===== config.mk =====
export PLATFORM = sky130hd
export DESIGN_NAME = baud_tick_gen
export DESIGN_NICKNAME = d
export VERILOG_FILES = /design/src/rtl/baud_ref_pkg.sv /design/src/rtl/baud_phase_acc.sv /design/src/rtl/baud_tick_div.sv /design/src/rtl/baud_tick_gen.sv
export SDC_FILE = /design/constraint.sdc
export NUM_CORES = 1
export LEC_CHECK = 0
export BUFFER_PORTS_ARGS = -buffer_cell sky130_fd_sc_hd__buf_2
export CELL_PAD_IN_SITES_DETAIL_PLACEMENT = 1
export CELL_PAD_IN_SITES_GLOBAL_PLACEMENT = 2
export CORE_AREA = 2 2 68 70
export DETAILED_ROUTE_END_ITERATION = 10
export DIE_AREA = 0 0 70 72
export PLACE_DENSITY_LB_ADDON = 0.15
export SLEW_MARGIN = 20
export SYNTH_ARGS = -nofsm -noshare
export SYNTH_HDL_FRONTEND = slang
export SYNTH_HIERARCHICAL = 1
export SYNTH_SLANG_ARGS = --single-unit

===== constraint.sdc =====
create_clock -name clk -period 4.8 [get_ports clk]
set_input_delay 0 -clock clk [delete_from_list [all_inputs] [get_ports clk]]
set_output_delay 0 -clock clk [all_outputs]
set_load 0.05 [all_outputs]

===== src/rtl/baud_ref_pkg.sv =====
package baud_ref_pkg;

    localparam int SEL_W    = 3;
    localparam int MAX_DIV  = 96;
    localparam int DIV_W    = $clog2(MAX_DIV + 1);
    localparam int OS_RATIO = 16;
    localparam int OS_W     = $clog2(OS_RATIO + 1);

    typedef enum logic [SEL_W-1:0] {
        RATE_115200 = 3'd0,
        RATE_57600  = 3'd1,
        RATE_38400  = 3'd2,
        RATE_19200  = 3'd3,
        RATE_9600   = 3'd4,
        RATE_4800   = 3'd5,
        RATE_2400   = 3'd6,
        RATE_1200   = 3'd7
    } rate_code_e;

    // Reference strobes per oversampling strobe for each rate code.
    function automatic logic [DIV_W-1:0] ref_divisor(input rate_code_e code);
        logic [DIV_W-1:0] n;
        case (code)
            RATE_115200: n = DIV_W'(1);
            RATE_57600:  n = DIV_W'(2);
            RATE_38400:  n = DIV_W'(3);
            RATE_19200:  n = DIV_W'(6);
            RATE_9600:   n = DIV_W'(12);
            RATE_4800:   n = DIV_W'(24);
            RATE_2400:   n = DIV_W'(48);
            default:     n = DIV_W'(96);
        endcase
        return n;
    endfunction

endpackage


===== src/rtl/baud_phase_acc.sv =====
module baud_phase_acc #(
    parameter int PHASE_W   = 12,
    parameter int PHASE_INC = 151
) (
    input  logic clk,
    input  logic rst,
    output logic tick
);
    logic [PHASE_W-1:0] phase;
    logic [PHASE_W:0]   next_sum;

    // The carry bit holds the overflow weight; the low bits keep the remainder.
    assign next_sum = {1'b0, phase} + (PHASE_W+1)'(PHASE_INC);

    always_ff @(posedge clk) begin
        if (rst) begin
            phase <= '0;
            tick  <= 1'b0;
        end else begin
            phase <= next_sum[PHASE_W-1:0];
            tick  <= next_sum[PHASE_W];
        end
    end
endmodule


===== src/rtl/baud_tick_div.sv =====
module baud_tick_div #(
    parameter int CNT_W = 7
) (
    input  logic             clk,
    input  logic             rst,
    input  logic             clr,
    input  logic             tick_in,
    input  logic [CNT_W-1:0] ratio,
    output logic             tick_out
);
    logic [CNT_W-1:0] cnt;
    logic             at_last;

    assign at_last = (cnt == ratio - 1'b1);

    always_ff @(posedge clk) begin
        if (rst || clr) begin
            cnt      <= '0;
            tick_out <= 1'b0;
        end else if (tick_in) begin
            if (at_last) begin
                cnt      <= '0;
                tick_out <= 1'b1;
            end else begin
                cnt      <= cnt + 1'b1;
                tick_out <= 1'b0;
            end
        end else begin
            tick_out <= 1'b0;
        end
    end
endmodule


===== src/rtl/baud_tick_gen.sv =====
module baud_tick_gen
    import baud_ref_pkg::*;
#(
    parameter int PHASE_W   = 12,
    parameter int PHASE_INC = 151
) (
    input  logic             clk,
    input  logic             rst,
    input  logic [SEL_W-1:0] baud_sel,
    output logic             ref_tick,
    output logic             os_tick,
    output logic             bit_tick
);
    rate_code_e       sel_q;
    logic             rate_change;
    logic [DIV_W-1:0] os_ratio;

    always_ff @(posedge clk) begin
        if (rst) sel_q <= rate_code_e'(baud_sel);
        else     sel_q <= rate_code_e'(baud_sel);
    end

    assign rate_change = !rst && (rate_code_e'(baud_sel) != sel_q);
    assign os_ratio    = ref_divisor(sel_q);

    baud_phase_acc #(
        .PHASE_W  (PHASE_W),
        .PHASE_INC(PHASE_INC)
    ) u_phase (
        .clk (clk),
        .rst (rst),
        .tick(ref_tick)
    );

    baud_tick_div #(
        .CNT_W(DIV_W)
    ) u_os_div (
        .clk     (clk),
        .rst     (rst),
        .clr     (rate_change),
        .tick_in (ref_tick),
        .ratio   (os_ratio),
        .tick_out(os_tick)
    );

    baud_tick_div #(
        .CNT_W(OS_W)
    ) u_bit_div (
        .clk     (clk),
        .rst     (rst),
        .clr     (rate_change),
        .tick_in (os_tick),
        .ratio   (OS_W'(OS_RATIO)),
        .tick_out(bit_tick)
    );
endmodule


# Word-level counts from Yosys, hierarchy flattened
# Index checks and enable logic that the tools add are counted.
dict set report totals {
  register_bits 30
  input_bits 5
  out_inout_bits 3
  wordCells 33
}
dict set report classes {
  n_addsub 4
  eq_ne 9
  n_mux 5
  bitwise_logic 2
  n_reduce_logical 6
}
# op count
set op_table {}
lappend op_table {{$pmux W7 S7} 1}
lappend op_table {{$add A12 B8 Y13 const B} 1}
lappend op_table {{$eq A3 B3 Y1 const B} 3}
lappend op_table {{$add A7 B1 Y7 const B} 1}
lappend op_table {{$eq A7 B7 Y1} 1}
lappend op_table {{$mux W7} 1}
lappend op_table {{$sub A7 B1 Y7 const B} 1}
lappend op_table {{$eq A3 B2 Y1 const B} 2}
lappend op_table {{$add A5 B1 Y5 const B} 1}
lappend op_table {{$eq A5 B4 Y1 const B} 1}
lappend op_table {{$mux W5} 1}
lappend op_table {{$reduce_or A2 Y1} 2}
lappend op_table {{$eq A3 B1 Y1 const B} 1}
lappend op_table {{$logic_not A3 Y1} 1}
lappend op_table {{$ne A3 B3 Y1} 1}
lappend op_table {{$mux W1} 2}
lappend op_table {{$not A1 Y1} 2}
lappend op_table {{$logic_and A1 B1 Y1} 1}
lappend op_table {{$logic_not A1 Y1} 1}
lappend op_table {{$logic_or A1 B1 Y1} 1}

# Logic depth before layout (Yosys ltp)
# Gate-level depths: netlist (run 1).
dict set report logic_depth {
  depth_word 5
  mapped_depth 10
  ltp_nobuf 10
}

# Cells and area by module
# The synthesis (run 1) kept the hierarchy.
# module instances cells_per_inst area_each_um2 seq_area_each_um2
set modules_own_cells {}
lappend modules_own_cells {baud_phase_acc 1 64 590.6 260.2}
lappend modules_own_cells {{baud_tick_div (u_os_div)} 1 70 584.3 160.2}
lappend modules_own_cells {{baud_tick_div (u_bit_div)} 1 38 361.6 120.1}
lappend modules_own_cells {baud_tick_gen 1 20 171.4 60.1}

# Worst setup path after synthesis (run 1)
# Ideal clock, no wire load.
dict set report synth_timing {
  path_type {register to register}
  start {register sel_q[2]}
  end {register u_os_div.cnt[5]}
  setup_ns 0.115
  arrival_ns 2.178
  t_required_ns 4.685
  setup_slack_ns 2.507
  stages_incl_launch_ff 11
  path_buffers 1
  period_less_slack_ns 2.293
  path_cell_list {dfxtp_1 buf_4 nor2_1 inv_1 ha_1 xor2_1 o211ai_1 a211o_1 a2111oi_2 a211o_2 nor2_1}
}
dict set report synth_between {
  elab_chain_len 5
  elab_cells_between_ends 14
  cone_classes {add/sub (1); eq/ne (8); mux (2); reduce/logical (3)}
}
# element line
set synth_lines {}
lappend synth_lines {{start, declared} baud_tick_gen.sv:14} ;# rate_code_e sel_q;
lappend synth_lines {{start signal, assigned} baud_tick_gen.sv:19} ;# if (rst) sel_q <= rate_code_e'(baud_sel);
lappend synth_lines {{start signal, assigned} baud_tick_gen.sv:20} ;# else sel_q <= rate_code_e'(baud_sel);
lappend synth_lines {{$eq A3 B3 Y1, or another cell as far along} baud_ref_pkg.sv:23} ;# case (code)
lappend synth_lines {{$pmux W7 S7 (*)} baud_ref_pkg.sv:23}
lappend synth_lines {{via os_ratio[0]} baud_tick_gen.sv:16} ;# logic [DIV_W-1:0] os_ratio;
lappend synth_lines {{$sub A7 B1 Y7 (*)} baud_tick_div.sv:14} ;# assign at_last = (cnt == ratio - 1'b1);
lappend synth_lines {{$eq A7 B7 Y1 (*)} baud_tick_div.sv:14}
lappend synth_lines {{$mux W7 (*)} baud_tick_div.sv:21} ;# if (at_last) begin
lappend synth_lines {{end signal, assigned} baud_tick_div.sv:25} ;# cnt <= cnt + 1'b1;
lappend synth_lines {{end, declared} baud_tick_div.sv:11} ;# logic [CNT_W-1:0] cnt;
# The timed path passes the listed nets; every way through them passes the cells marked *.
# A chain may end at the register's enable or synchronous reset.

# Worst setup path in the final report (run 1)
dict set report layout_timing {
  start {register sel_q[1]}
  end {register u_os_div.cnt[4]}
}
# The elaborated chain is that of the path after synthesis.

==> results.md, run 1 <==
• clkbuf_8 — clock tree root driver cell
• 24 — Cell Rows
• in -> reg — class of the worst hold path
• 70 um — Die Width
• 10 — logic depth of the worst path, buffers included
• 7 — worst-path maximum fanout
• 53 — number of different library cells in the post-synthesis netlist
• 72 um — DIE HEIGHT
• 136 uV — maximum vdd drop
• 5 — CTS buffer count
• 16.7% — all-layer global routing usage
• dfxtp_1 — dominant synthesized flop cell
• sel_q[1] — startpoint of the worst setup timing path
• 227 — nets
• 0.51 ns — delay contributed by the slowest stage of the critical path
• 25.1% — post-synthesis share of cell area spent on and, or, nand and nor gates
• 0 — Pins Over Slew Limit
• 30 — clk sink count
• 2 — H-tree levels
• 2.79 mm — placed wire-length estimate after detailed placement
• 1 — buffers plus inverters on the worst setup path
• 7 — count of buffers inserted at the top-level ports
• nor2_1 -> nor2_1 -> inv_1 -> ha_1 -> xor2_1 -> o211ai_1 -> a211o_1 -> a2111oi_2 -> a211o_2 -> nor2_1 — critical path cell sequence
• compound AO/OA/AOI/OAI gates — critical path's top delay family
• done — clock tree from TritonCTS
• 0 — GRT Residual Overflow
• 2.72 ns — worst path arrival time
• 284 nW/um^2 — Cell Pwr Density
• 8 — number of top-level design ports
• rst — Hold Path Origin
• 10 — Worst Reg2Reg Path Length in Cells
• 6 — Yosys warning count
• 40.1% — initial core utilization
• simple AND/OR/NAND/NOR gates — dominant combinational cell family by area after synthesis
• 0.28 ns — clock insertion delay at the later pin of the skew report
• 5040 sq um — Die Area
• 27 — maximum number of pins on one net before global-route repair
• 2 — Max Root-Sink Buffers
• 0 — # DRC
• 53.1% — post-route fraction of the period consumed by the critical path
• 45.5% — final core utilization
• 4260 sq um — core area
• u_os_div/cnt[4] — capture point of the worst reg-to-reg path
• 1470 — number of global-route vias before repair
• 0.787 — placer congestion estimate
• 0 ns — Post-Route Setup TNS
• 8.90 sq um — average instance area after synthesis
• 0% — share of synthesized registers carrying an async set or reset
• 30 — synthesized flop and latch total
• 0 — Final ANT Viol Nets
• 0 — number of antenna violations at the first check in global routing
• 0.00619 ns — Fin Clk Skew
• flip-flop — element type at the critical path end
• 393 MHz — top achievable clock speed
• 0 — final count of negative-setup-slack endpoints
• 1.83% — multiplexer area fraction after synthesis
• 2.25 ns — minimum setup slack among reg-to-reg paths
• 1940 sq um — area of all placed cells without fillers
• 1710 sq um — synthesized cell area
• 0.06 ns — clock slew seen by the registers of the worst setup and hold paths
• 3.72 mm — Total Routed Length
• 35.2% — sequential-to-total area share from yosys stat
• nor2_1 — crit-path most repeated cell
• 4 — DR pass1 iterations
• 11.5% — share of final-layout standard cells stronger than drive strength 1
• 4.97 ns — critical path data required time
• u_os_div/cnt[4] — end of the critical path
• 50.7% — worst rel slew slack
• 2.55 ns — Min Clock Period, post-route
• 15.2% — post-synthesis xor/xnor area fraction
• 0 — antenna cell count
• 13.6% — post-synthesis to final-layout area growth
• 0.781 nW — Lkg Pwr
• 3.66% — adder and majority gate portion of the synthesized area
• flip-flop — Critical Path Start Type
• 5.26 — detailed-route vias per instance
• 48 — initial drt markers
• 0 — number of synthesized flops with an enable pin
• finished clean — outcome
• 13.8 um — detail-routed net length per standard cell
• 0 — count of maximum capacitance violations
• 505 — Layout fillers
• reg -> reg — CP Class
• 0.736 ns — Slew @ Worst Pin
• 6.67 mm — first-pass GRT wire length
• 1415 — via count
• 0 — number of failing hold endpoints at the final stage
• sel_q[1] — worst reg2reg path startpoint
• 192 — number of instances in the synthesized netlist
• a2111oi_2 — slowest stage cell on the critical path
• false — setup repair after global routing missed its margin
• 16.0% — area fraction in compound gates after synthesis
• 1830 sq um — Post-DP Area
sequential cells by signal (all words and copies together) (netlist names):
signal / count
u_phase/tick: 1
u_os_div/tick_out: 1
u_os_div/cnt: 7
u_bit_div/cnt: 5
u_bit_div/tick_out: 1
sel_q: 3
u_phase/phase: 12
kinds of logic (layout without fill, tap and decap cells):
group                    count (synthesis)  count (layout)
AO/OA/AOI/OAI                           37              37
XOR/XNOR                                28              28
adder cells (fa/ha/maj)                  5               5
buffers and inverters                   11              25
flip-flops                              30              30
multiplexers                             3               3
other                                    2              13
AND/OR/NAND/NOR                         76              76
metal layers:
metal	wire (um)	vias to the layer above	track usage, %
met5	0	-	0
met4	82	0	6.62
met3	79	8	4.17
met2	1890	13	30.1
met1	1670	674	19.1
li1	-	720	-
repair_timing:
item                                   in CTS  in global routing
resized for setup                           0                  0
hold buffers                                3                  0
endpoints found under the hold margin       3                  0
setup buffers                               0                  0
final cells by class:
class / instances / area, sq um / area share [%]
clock buffer: 7 / 76.3 / 3.94
inverter: 8 / 30.0 / 1.55
multi-input combinational: 162 / 1100 / 56.8
sequential: 30 / 601 / 31.0
tap: 52 / 65.1 / 3.35
timing repair buffer: 10 / 65.1 / 3.35
Yosys cell counts (2+ instances only):
| library cell | instances | area share (%) |
|---|---|---|
| xor2_1 | 15 | 7.7 |
| ha_1 | 5 | 3.7 |
| a21oi_1 | 9 | 2.6 |
| a21o_1 | 2 | 0.88 |
| o21ai_1 | 3 | 0.88 |
| nand4_1 | 4 | 1.5 |
| and3_2 | 3 | 1.3 |
| a31oi_1 | 2 | 0.73 |
| mux2i_1 | 2 | 1.2 |
| nor2_1 | 22 | 4.8 |
| nand3b_1 | 2 | 0.88 |
| nor4_1 | 6 | 2.2 |
| nand3_1 | 2 | 0.59 |
| conb_1 | 2 | 0.44 |
| and3_1 | 2 | 0.73 |
| inv_1 | 8 | 1.8 |
| nand2b_1 | 6 | 2.2 |
| nand4b_1 | 2 | 1.0 |
| dfxtp_1 | 30 | 35 |
| a31o_1 | 2 | 1.0 |
| nand2_1 | 5 | 1.1 |
| nor3b_1 | 2 | 0.88 |
| o21ai_0 | 3 | 0.88 |
| nor3_1 | 7 | 2.1 |
| xnor2_1 | 12 | 6.2 |
| nor2b_1 | 4 | 1.5 |
| and2_1 | 4 | 1.5 |
worst reg2reg max path, stage by stage (launching register included):
cell and delay [ns]:
dfxtp_1 0.45, nor2_1 0.10, nor2_1 0.17, inv_1 0.06, ha_1 0.28, xor2_1 0.15
o211ai_1 0.10, a211o_1 0.29, a2111oi_2 0.51, a211o_2 0.26, nor2_1 0.06
layout by cell type, fill, tap and decap left out, types with 4 or more instances in the layout:
cell and instances:
a21oi_1 9, and2_1 4, buf_2 7, clkbuf_8 5, conb_1 13, dfxtp_1 30
ha_1 5, inv_1 8, nand2_1 5, nand2b_1 6, nand4_1 4, nor2_1 22
nor2b_1 4, nor3_1 7, nor4_1 6, xnor2_1 12, xor2_1 15
per-stage QoR:
stage	setup slack, ns	std cells	hold slack [ns]	total power [mW]
2_1_floorplan	2.51	203	0.0277	0.349
3_3_place_gp	2.37	259	0.129	0.363
3_5_place_dp	2.25	259	0.134	0.369
4_1_cts	2.23	269	0.141	0.563
5_1_grt	1.99	269	0.183	0.588
6_report	2.25	269	0.137	0.552
worst min path at each step:
stage | endpoint | slack [ns] | cells after the start
after floorplan | sel_q[0] | 0.03 | 0
after global placement | sel_q[0] | 0.13 | 1
after detailed placement | sel_q[1] | 0.13 | 1
after CTS | u_phase/phase[1] | 0.14 | 2
after global routing | u_phase/phase[7] | 0.18 | 2
final | u_phase/phase[1] | 0.14 | 2
power by group:
| part | switching, mW | internal (mW) |
|---|---|---|
| combinational | 0.0441 | 0.0386 |
| clock | 0.0872 | 0.0995 |
| sequential | 0.0195 | 0.263 |
Power figures use the tool's default switching activity.
==> inputs of run 2 (changes only) <==
Settings changed: CORE_AREA 2 2 68 70 to 2 2 71 73, DIE_AREA 0 0 70 72 to 0 0 73 75.
Clock period 4.8 ns to 2.6 ns, I/O delays scaled along.
==> results.md, run 2 (synthesis results as in run 1) <==
• finished clean — outcome, unchanged
• 12 — max FFs per register, unchanged
• 0.794 nW — Lkg Pwr, was 0.781 nW
• 0.00485 ns — Fin Clk Skew, was 0.00619 ns
• flip-flop — element type at the critical path end, unchanged
• flip-flop — Critical Path Start Type, unchanged
• 0.146 ns — minimum hold slack, was 0.137 ns
• 272 — count of placed standard cells in the final layout, fillers left out, was 269
• 30 — clk sink count, unchanged
• 0.777 ns — Slew @ Worst Pin, was 0.736 ns
• 0 — number of failing hold endpoints at the final stage, unchanged
• clkbuf_8 — clock tree root driver cell, unchanged
• 1840 sq um — Post-DP Area, was 1830 sq um
• 604 sq um — area taken by flip-flops and latches, was 601 sq um
• 90.0% — post-route fraction of the period consumed by the critical path, was 53.1%
• 73 um — Die Width, was 70 um
• false — setup repair after global routing missed its margin, unchanged
• 2.87 mm — placed wire-length estimate after detailed placement, was 2.79 mm
• 0.39 ns — delay contributed by the slowest stage of the critical path, was 0.51 ns
• 25 — Cell Rows, was 24
• 0.27 ns — clock insertion delay at the later pin of the skew report, was 0.28 ns
• 5.18 — detailed-route vias per instance, was 5.26
• nor2_1 -> nor2_1 -> inv_1 -> ha_1 -> xnor3_1 -> and3_1 -> o21ai_1 -> a2111oi_4 -> a211o_2 -> nor2_1 — critical path cell sequence, was nor2_1 -> nor2_1 -> inv_1 -> ha_1 -> xor2_1 -> o211ai_1 -> a211o_1 -> a2111oi_2 -> a211o_2 -> nor2_1
• 75 um — DIE HEIGHT, was 72 um
• 0 — antenna cell count, unchanged
• 3.79 mm — Total Routed Length, was 3.72 mm
• 7 — count of buffers inserted at the top-level ports, unchanged
• 0 ns — Post-Route Setup TNS, unchanged
• 427 MHz — top achievable clock speed, was 393 MHz
• 15.8% — post-synthesis to final-layout area growth, was 13.6%
• 5480 sq um — Die Area, was 5040 sq um
• 5 — CTS buffer count, unchanged
• 0 — number of antenna violations at the first check in global routing, unchanged
• compound AO/OA/AOI/OAI gates — critical path's top delay family, unchanged
• 2 — H-tree levels, unchanged
• 4 — DR pass1 iterations, unchanged
• 557 — Layout fillers, was 505
• 0 — Final ANT Viol Nets, unchanged
• 1.06 mW — overall power of the completed layout, was 0.552 mW
• reg -> reg — CP Class, unchanged
• 4660 sq um — core area, was 4260 sq um
• 536 nW/um^2 — Cell Pwr Density, was 284 nW/um^2
• 2.54 ns — worst path arrival time, was 2.72 ns
• dfxtp_2 — slowest stage cell on the critical path, was a2111oi_2
• 48.0% — worst rel slew slack, was 50.7%
• 1410 — via count, was 1415
• 0 — # DRC, unchanged
• 27 — maximum number of pins on one net before global-route repair, unchanged
• u_phase/phase — largest reg by FF count, unchanged
• done — clock tree from TritonCTS, unchanged
• 2 — number of cells on the worst hold path, unchanged
• in -> reg — class of the worst hold path, unchanged
• 1120 sq um — multi-input combinational cell area, was 1100 sq um
• 7 — worst-path maximum fanout, unchanged
• nor2_1 — crit-path most repeated cell, unchanged
• 0 — final count of negative-setup-slack endpoints, unchanged
• 261 — Cell Count Post-Placement, was 259
• 6.68 mm — first-pass GRT wire length, was 6.67 mm
• 1451 — number of global-route vias before repair, was 1470
• 0 — count of maximum capacitance violations, unchanged
• u_phase/phase x12, u_os_div/cnt x7, u_bit_div/cnt x5 — largest registers in the final layout, unchanged
• 0.07 ns — clock slew seen by the registers of the worst setup and hold paths, was 0.06 ns
• 2.34 ns — Min Clock Period, post-route, was 2.55 ns
• dfxtp_1 — most common cell after layout, fill and taps aside, unchanged
• 2 — Max Root-Sink Buffers, unchanged
• 0 — GRT Residual Overflow, unchanged
• 13.9 um — detail-routed net length per standard cell, was 13.8 um
• 27 x dfxtp_1, 22 x nor2_1, 15 x xor2_1 — leading cell types in the layout, fill and taps excluded, was 30 x dfxtp_1, 22 x nor2_1, 15 x xor2_1
• 14.2% — share of final-layout standard cells stronger than drive strength 1, was 11.5%
• 1980 sq um — area of all placed cells without fillers, was 1940 sq um
• 10 — Worst Reg2Reg Path Length in Cells, unchanged
• 10 — logic depth of the worst path, buffers included, unchanged
• 0 — Pins Over Slew Limit, unchanged
• 0.742 — placer congestion estimate, was 0.787
• 346 uV — maximum vdd drop, was 136 uV
• 36.6% — initial core utilization, was 40.1%
• 1 — buffers plus inverters on the worst setup path, unchanged
• 227 — nets, unchanged
• 2.80 ns — critical path data required time, was 4.97 ns
• 15.8% — all-layer global routing usage, was 16.7%
• 8 — number of top-level design ports, unchanged
• 36 — initial drt markers, was 48
[run 2: cell types whose count changed in the layout (fill, tap and decap cells not counted)]
cell,before,now
clkbuf_1,2,1
nor3_1,7,6
dfxtp_2,0,3
clkinv_2,0,1
nor3_2,0,1
a2111oi_4,0,1
a2111oi_2,1,0
clkbuf_8,5,6
dfxtp_1,30,27
[run 2: repair_timing]
action	4_1_cts	5_1_grt
hold endpoints to repair	3	0
resized for setup	0	5
setup endpoints to repair	0	8
buffers inserted	0	0
hold buffers	3	0
[run 2: worst paths after layout]
check	startpoint	endpoint	slack, ns
worst max register to register	sel_q[1]	u_os_div/cnt[4]	0.26
worst min-delay path	rst	u_phase/phase[1]	0.15
worst min register to register	u_phase/phase[0]	u_phase/phase[0]	0.48
worst max-delay path	sel_q[1]	u_os_div/cnt[4]	0.26
[run 2: per-layer routing]
layer,GRT usage [%],vias to the layer above,share of wire [%],wire [um]
li1,-,720,-,-
met1,18.5,674,46,1750
met2,28.2,10,51,1920
met3,4.02,6,1.5,57
met4,4.94,0,1.3,51
met5,0,-,0,0
[run 2: area by class of cell]
| type | instances | area share, % |
|---|---|---|
| Multi-Input combinational cell | 162 | 56.6 |
| Sequential cell | 30 | 30.6 |
| Clock buffer | 7 | 4.36 |
| Tap cell | 54 | 3.42 |
| Timing Repair Buffer | 10 | 3.29 |
| Inverter | 8 | 1.52 |
| Clock inverter | 1 | 0.253 |
[run 2: through the flow]
stage               setup slack, ns  utilization [%]
floorplan                     0.307                -
global placement              0.168             39.4
detailed placement           0.0306             39.4
CTS                          0.0237             42.0
global route                 0.0435             42.4
finish                        0.259             42.4
[run 2: report_power, final]
group          switching, mW  internal, mW  leakage (nW)
Sequential            0.0349         0.485         0.245
Clock                  0.169         0.213        0.0482
Combinational         0.0856        0.0728         0.500
Total                  0.290         0.771         0.794
[run 2: worst register-to-register path, delay by kind of cell (launching register included)]
| family | cells | cell delay, ns |
|---|---|---|
| buffers and inverters | 1 | 0.08 |
| flip-flops | 1 | 0.39 |
| XOR/XNOR | 1 | 0.19 |
| adder cells (fa/ha/maj) | 1 | 0.27 |
| AND/OR/NAND/NOR | 4 | 0.59 |
| AO/OA/AOI/OAI | 3 | 0.74 |
